==> src/rtl/rtc_pkg.sv <==
package rtc_pkg;
  localparam int unsigned OFS_CTRL  = 'h00;
  localparam int unsigned OFS_SEC   = 'h04;
  localparam int unsigned OFS_ALARM = 'h08;
  localparam int unsigned OFS_REG   = 'h0C;
  localparam int unsigned OFS_SCR   = 'h34;
  localparam int unsigned OFS_KEY   = 'h3C;

  localparam int unsigned B_RUN   = 0;
  localparam int unsigned B_AEN   = 2;
  localparam int unsigned B_AIE   = 3;
  localparam int unsigned B_AFLG  = 4;
  localparam int unsigned B_SIE   = 5;
  localparam int unsigned B_SFLG  = 6;
  localparam int unsigned B_WRDY  = 7;

  localparam logic [31:0] KEY_VALUE = 32'h0000_A55A;
endpackage

==> src/rtl/rtc_wr_gate.sv <==
module rtc_wr_gate #(
  parameter int unsigned BUSY_SLOW = 4,
  parameter bit          PROTECT   = 1'b1
) (
  input  logic clk,
  input  logic rst_n,
  input  logic slow_ce,
  input  logic wr_req,
  input  logic key_wr,
  output logic wr_ok,
  output logic wrdy,
  output logic unlocked
);
  localparam int unsigned CW = $clog2(BUSY_SLOW + 1);
  localparam logic [CW-1:0] BUSY_LOAD = CW'(BUSY_SLOW);

  logic [CW-1:0] busy_cnt;

  assign wrdy = (busy_cnt == '0);

  always_ff @(posedge clk) begin
    if (!rst_n)
      busy_cnt <= '0;
    else if (wr_ok)
      busy_cnt <= BUSY_LOAD;
    else if (slow_ce && busy_cnt != '0)
      busy_cnt <= busy_cnt - 1'b1;
  end

  generate
    if (PROTECT) begin : g_key
      logic arm_q;
      always_ff @(posedge clk) begin
        if (!rst_n)
          arm_q <= 1'b0;
        else if (wr_ok)
          arm_q <= 1'b0;
        else if (key_wr)
          arm_q <= 1'b1;
      end
      assign unlocked = arm_q;
      assign wr_ok    = wr_req && wrdy && arm_q;
    end else begin : g_open
      logic unused_key;
      assign unused_key = key_wr;
      assign unlocked   = 1'b0;
      assign wr_ok      = wr_req && wrdy;
    end
  endgenerate
endmodule

==> src/rtl/rtc_sec_count.sv <==
module rtc_sec_count #(
  parameter int unsigned W = 32
) (
  input  logic         clk,
  input  logic         rst_n,
  input  logic         tick,
  input  logic         run,
  input  logic         load,
  input  logic [W-1:0] load_val,
  output logic [W-1:0] sec
);
  always_ff @(posedge clk) begin
    if (!rst_n)
      sec <= '0;
    else if (load)
      sec <= load_val;
    else if (tick && run)
      sec <= sec + 1'b1;
  end
endmodule

==> src/rtl/rtc_event_flags.sv <==
module rtc_event_flags #(
  parameter int unsigned W = 32
) (
  input  logic         clk,
  input  logic         rst_n,
  input  logic         tick,
  input  logic [W-1:0] sec,
  input  logic [W-1:0] alarm,
  input  logic         al_en,
  input  logic         ctrl_wr,
  input  logic         keep_sflg,
  input  logic         keep_aflg,
  output logic         sec_flag,
  output logic         al_flag
);
  logic match, match_q, al_hit;

  assign match  = al_en && (sec == alarm);
  assign al_hit = match && !match_q;

  always_ff @(posedge clk) begin
    if (!rst_n) begin
      match_q  <= 1'b0;
      sec_flag <= 1'b0;
      al_flag  <= 1'b0;
    end else begin
      match_q <= match;
      if (tick)
        sec_flag <= 1'b1;
      else if (ctrl_wr && !keep_sflg)
        sec_flag <= 1'b0;
      if (al_hit)
        al_flag <= 1'b1;
      else if (ctrl_wr && !keep_aflg)
        al_flag <= 1'b0;
    end
  end
endmodule

==> src/rtl/rtc_sec_core.sv <==
module rtc_sec_core
  import rtc_pkg::*;
#(
  parameter int unsigned ADDR_W    = 8,
  parameter int unsigned BUSY_SLOW = 4,
  parameter bit          PROTECT   = 1'b1
) (
  input  logic              clk,
  input  logic              rst_n,
  input  logic              slow_ce,
  input  logic              tick_1hz,
  input  logic              req_valid,
  output logic              req_ready,
  input  logic              req_write,
  input  logic [ADDR_W-1:0] req_addr,
  input  logic [31:0]       req_wdata,
  output logic              rsp_valid,
  output logic [31:0]       rsp_rdata,
  output logic              irq
);
  localparam logic [ADDR_W-1:0] A_CTRL  = ADDR_W'(OFS_CTRL);
  localparam logic [ADDR_W-1:0] A_SEC   = ADDR_W'(OFS_SEC);
  localparam logic [ADDR_W-1:0] A_ALARM = ADDR_W'(OFS_ALARM);
  localparam logic [ADDR_W-1:0] A_REG   = ADDR_W'(OFS_REG);
  localparam logic [ADDR_W-1:0] A_SCR   = ADDR_W'(OFS_SCR);
  localparam logic [ADDR_W-1:0] A_KEY   = ADDR_W'(OFS_KEY);

  logic        wr_cyc, rd_cyc, mapped, key_wr, wr_ok, wrdy, unlocked;
  logic        sec_load, ctrl_wr;
  logic        run_q, sie_q, aie_q, al_en_q;
  logic        sec_flag, al_flag;
  logic [31:0] sec_q, alarm_q, regu_q, scr_q, rd_mux, ctrl_view;

  assign req_ready = 1'b1;
  assign wr_cyc    = req_valid && req_write;
  assign rd_cyc    = req_valid && !req_write;
  assign mapped    = (req_addr == A_CTRL) || (req_addr == A_SEC) ||
                     (req_addr == A_ALARM) || (req_addr == A_REG) ||
                     (req_addr == A_SCR);
  assign key_wr    = wr_cyc && (req_addr == A_KEY) && (req_wdata == KEY_VALUE);
  assign sec_load  = wr_ok && (req_addr == A_SEC);
  assign ctrl_wr   = wr_ok && (req_addr == A_CTRL);

  rtc_wr_gate #(.BUSY_SLOW(BUSY_SLOW), .PROTECT(PROTECT)) u_gate (
    .clk(clk), .rst_n(rst_n), .slow_ce(slow_ce),
    .wr_req(wr_cyc && mapped), .key_wr(key_wr),
    .wr_ok(wr_ok), .wrdy(wrdy), .unlocked(unlocked)
  );

  rtc_sec_count #(.W(32)) u_cnt (
    .clk(clk), .rst_n(rst_n), .tick(tick_1hz), .run(run_q),
    .load(sec_load), .load_val(req_wdata), .sec(sec_q)
  );

  rtc_event_flags #(.W(32)) u_flags (
    .clk(clk), .rst_n(rst_n), .tick(tick_1hz), .sec(sec_q),
    .alarm(alarm_q), .al_en(al_en_q), .ctrl_wr(ctrl_wr),
    .keep_sflg(req_wdata[B_SFLG]), .keep_aflg(req_wdata[B_AFLG]),
    .sec_flag(sec_flag), .al_flag(al_flag)
  );

  always_ff @(posedge clk) begin
    if (!rst_n) begin
      run_q   <= 1'b0;
      sie_q   <= 1'b0;
      aie_q   <= 1'b0;
      al_en_q <= 1'b0;
      alarm_q <= '0;
      regu_q  <= '0;
    end else if (wr_ok) begin
      case (req_addr)
        A_CTRL: begin
          run_q   <= req_wdata[B_RUN];
          sie_q   <= req_wdata[B_SIE];
          aie_q   <= req_wdata[B_AIE];
          al_en_q <= req_wdata[B_AEN];
        end
        A_ALARM: alarm_q <= req_wdata;
        A_REG:   regu_q  <= req_wdata;
        default: ;
      endcase
    end
  end

  // Scratch storage deliberately has no reset.
  always_ff @(posedge clk) begin
    if (wr_ok && req_addr == A_SCR)
      scr_q <= req_wdata;
  end

  always_comb begin
    ctrl_view         = '0;
    ctrl_view[B_WRDY] = wrdy;
    ctrl_view[B_SFLG] = sec_flag;
    ctrl_view[B_SIE]  = sie_q;
    ctrl_view[B_AFLG] = al_flag;
    ctrl_view[B_AIE]  = aie_q;
    ctrl_view[B_AEN]  = al_en_q;
    ctrl_view[B_RUN]  = run_q;
  end

  always_comb begin
    case (req_addr)
      A_CTRL:  rd_mux = ctrl_view;
      A_SEC:   rd_mux = sec_q;
      A_ALARM: rd_mux = alarm_q;
      A_REG:   rd_mux = regu_q;
      A_SCR:   rd_mux = scr_q;
      A_KEY:   rd_mux = {unlocked, 31'b0};
      default: rd_mux = '0;
    endcase
  end

  always_ff @(posedge clk) begin
    if (!rst_n) begin
      rsp_valid <= 1'b0;
      rsp_rdata <= '0;
    end else begin
      rsp_valid <= rd_cyc;
      if (rd_cyc)
        rsp_rdata <= rd_mux;
    end
  end

  assign irq = (sec_flag && sie_q) || (al_flag && aie_q);
endmodule

==> config.mk <==
export PLATFORM = sky130hd
export DESIGN_NAME = rtc_sec_core
export DESIGN_NICKNAME = d
export VERILOG_FILES = /design/src/rtl/rtc_pkg.sv /design/src/rtl/rtc_wr_gate.sv /design/src/rtl/rtc_sec_count.sv /design/src/rtl/rtc_event_flags.sv /design/src/rtl/rtc_sec_core.sv
export SDC_FILE = /design/constraint.sdc
export NUM_CORES = 1
export LEC_CHECK = 0
export BUFFER_PORTS_ARGS = -buffer_cell sky130_fd_sc_hd__buf_2
export CORE_UTILIZATION = 35
export DETAILED_ROUTE_END_ITERATION = 8
export HOLD_SLACK_MARGIN = 0.15
export PLACE_DENSITY = 0.5
export SETUP_SLACK_MARGIN = 0.1
export SYNTH_ARGS = -nofsm -noshare
export SYNTH_HDL_FRONTEND = slang
export SYNTH_SLANG_ARGS = --single-unit
==> constraint.sdc <==
create_clock -name clk -period 3.6 [get_ports clk]
set_input_delay 0.54 -clock clk [delete_from_list [all_inputs] [get_ports clk]]
set_output_delay 0.54 -clock clk [all_outputs]
set_load 0.01 [all_outputs]
==> flow_summary_export.csv <==
group,metric,value,unit
status,status,"complete, no violations",
sta,fin_tns_setup,0,ns
floorplan,num_io_pins,81,
setup_path,r2r.worst_path.cells,8,
power,power_density,438,nW/um^2
cts,max-clock-path-buffers,2,
detailed_routing,wl,26200,um
sta,post-route-min-period,2.53,ns
worst_hold_path,hold_path.class,"in2reg",
cts,tritoncts,"yes",
cts,postCtsSetupRepairBufs,0,
synth,synthCells,875,
setup_path,cp_max_fo,31,
floorplan,die_h,155,um
detailed_routing,viasPerCell,5.41,
finish,insertedDiodeCount,0,
finish,multi_input_area,4010,um^2
setup_path,rrSetupSlack,1.07,ns
setup_path,cp-end-kind,"register",
grt,grt_pass1_vias,6472,
sta,fmax,396,MHz
placement,post-place-cells,1192,
synth,ys_async_sr_fraction,0,%
cts,cts_root_buffer,"clkbuf_16",
synth,seq_area_frac_synth,46.2,%
finish,final_cell_mix,"nand2_1 (166), dfxtp_1 (140), a21oi_1 (83)",
cts,holdBufCountCts,0,
finish,num-nets-final,975,
placement,place_area,8770,um^2
grt,grt-ovfl-total,0,
sta,worst_pin_slew,1.17,ns
sta,setup_viol_count_final,0,
sta,finalMaxSlewViolations,0,
synth,synth_seq_cells,172,
cts,clock_latency,0.44,ns
cts,clkSinkCount,172,
detailed_routing,drtIter0Drc,460,
finish,final_cell_count_no_fill,1224,
finish,final_util,41.2,%
worst_hold_path,min_to,"u_gate.busy_cnt[1]",
setup_path,startpoint_type,"register",
detailed_routing,vias,6622,
floorplan,die-area,23900,um^2
synth,yosysWarnings,0,
floorplan,initial_utilization,35.9,%
detailed_routing,drc_errors,0,
grt,grt.total_usage,22.5,%
floorplan,core-area,22700,um^2
setup_path,crit_type,"reg2reg",
setup_path,cp.arrival,2.80,ns
finish,nFillCells,2308,
power,p_leak,3.30,nW
finish,final_common_cell,"nand2_1",
grt,antenna_found_initial,0,
placement,gp_congestion,0.804,
power,peakVddDrop,0.235,mV
floorplan,row_count,55,
synth,synth_cell_types,62,
finish,syn2layout_area_growth,14.6,%
sta,hold_violations,0,
placement,dp_hpwl,17000,um
sta,clock_skew,0.00977,ns
worst_hold_path,min_path_cells,2,
grt,grt_max_degree,65,
setup_path,timing.rr.end,"u_cnt.sec[17]",
synth,ys.flop_type,"dfxtp_1",
sta,finalCritPeriodShare,70.2,%
setup_path,cp.required,3.88,ns
finish,drive_gt1_share,20.3,%
cts,ctsResizeCount,0,
synth,synth.avg_cell_area,9.32,um^2
grt,grt_pass1_wl,40100,um
worst_hold_path,min_from,"slow_ce",
cts,cts_made_buffers,17,
cts,htree_num_levels,4,
finish,final-seq-area,3760,um^2
cts,path_clk_slew,0.07,ns
detailed_routing,ant_nets,0,
sta,max_slew_margin,21.6,%
job,drv_cap,0,
sta,rsz0062_at_grt,"no",
finish,stdcell_area,9350,um^2
sta,fin_worst_hold_slack,0.338,ns
setup_path,r2r-start,"u_gate.busy_cnt[0]",
floorplan,dieWidth,155,um
synth,synth_nets,924,
detailed_routing,first_pass_iters,5,
placement,portBuffers,79,
synth,synth_edf_count,32,
detailed_routing,wire_per_inst,21.4,um
synth,syn_area,8150,um^2
-- critical path, cell delays in order (launching register included) --
cell and delay (ns):
dfxtp_1 0.30, inv_1 0.10, ha_1 0.20, nor2b_1 0.25
nand4_1 0.19, or3_2 0.82, buf_12 0.30, nor2_1 0.14
a211oi_2 0.06
-- metal layers --
metal	GRT usage, %	vias to the layer above	part of all wire [%]
li1	-	3207	-
met1	32.4	3183	49
met2	34.3	205	44
met3	4.09	27	6.1
met4	6.46	0	1.4
met5	0	-	0
-- metrics by stage --
step,power (mW),setup WS (ns)
after detailed placement,2.29,0.938
after global placement,2.29,0.945
after floorplan,2.17,0.641
final,4.09,1.07
after CTS,4.12,1.07
after global routing,4.23,0.841
-- synth_stat cells (all sizes together) (3+ instances only) --
cell	instances	area (um^2)
nand2	167	634
dfxtp	140	2800
a21oi	84	420
nor2	51	194
buf	40	273
xnor2	38	333
a22oi	33	248
edfxtp	32	961
a211oi	30	340
clkbuf	28	108
xor2	26	228
o21ai	23	115
nor4	19	140
mux2i	17	170
mux2	15	169
nand3	15	87.6
nor3	15	101
nand4	14	109
a22o	13	114
o22ai	12	75.1
inv	10	37.5
and3	6	37.5
or3	6	37.5
mux4	5	113
or4	4	37.5
and2	3	18.8
and4	3	27.5
ha	3	37.5
nor2b	3	18.8
-- worst max path at each step --
| stage | startpoint | end | slack, ns | cells past startpoint |
|---|---|---|---|---|
| floorplan | req_addr[7] | scr_q[0] | 0.64 | 4 |
| global placement | req_addr[7] | u_cnt.sec[18] | 0.94 | 7 |
| detailed placement | req_addr[7] | u_cnt.sec[16] | 0.94 | 7 |
| CTS | u_gate.busy_cnt[0] | u_cnt.sec[17] | 1.07 | 8 |
| global route | u_gate.busy_cnt[0] | u_cnt.sec[15] | 0.84 | 8 |
| finish | u_gate.busy_cnt[0] | u_cnt.sec[17] | 1.07 | 8 |
-- kinds of logic after synthesis --
family                     count (synthesis)  synth area share (%)
AOI/OAI and AO/OA                        205                  17.2
xor gates and xnor gates                  64                  6.87
adders and majority gates                  3                 0.460
buffers and inverters                     78                  5.12
DFF                                      172                  46.2
muxes                                     37                  5.54
other                                      1                0.0460
and+or+nand+nor                          315                  18.6
-- power by group --
part           total [mW]  switching [mW]  leakage (nW)  internal, mW
sequential           1.98         0.00691          1.42          1.97
combinational       0.265           0.178          1.61        0.0864
clock                1.85           0.821         0.276          1.03
-- area by class of cell --
cell class,count,area share [%]
Clock buffer,19,4.63
Inverter,10,0.415
Tap cell,285,3.82
Clock inverter,13,1.51
Sequential cell,172,40.3
Timing Repair Buffer,100,6.45
Multi-Input combinational cell,625,42.9
-- flip-flops by register name, indices dropped and copies added, names as in the netlist, 3 cells and up --
name	flops
rsp_rdata	32
u_cnt.sec	32
regu_q	32
alarm_q	32
scr_q	32
u_gate.busy_cnt	3
Note: power is estimated with default switching activity, not from simulation.
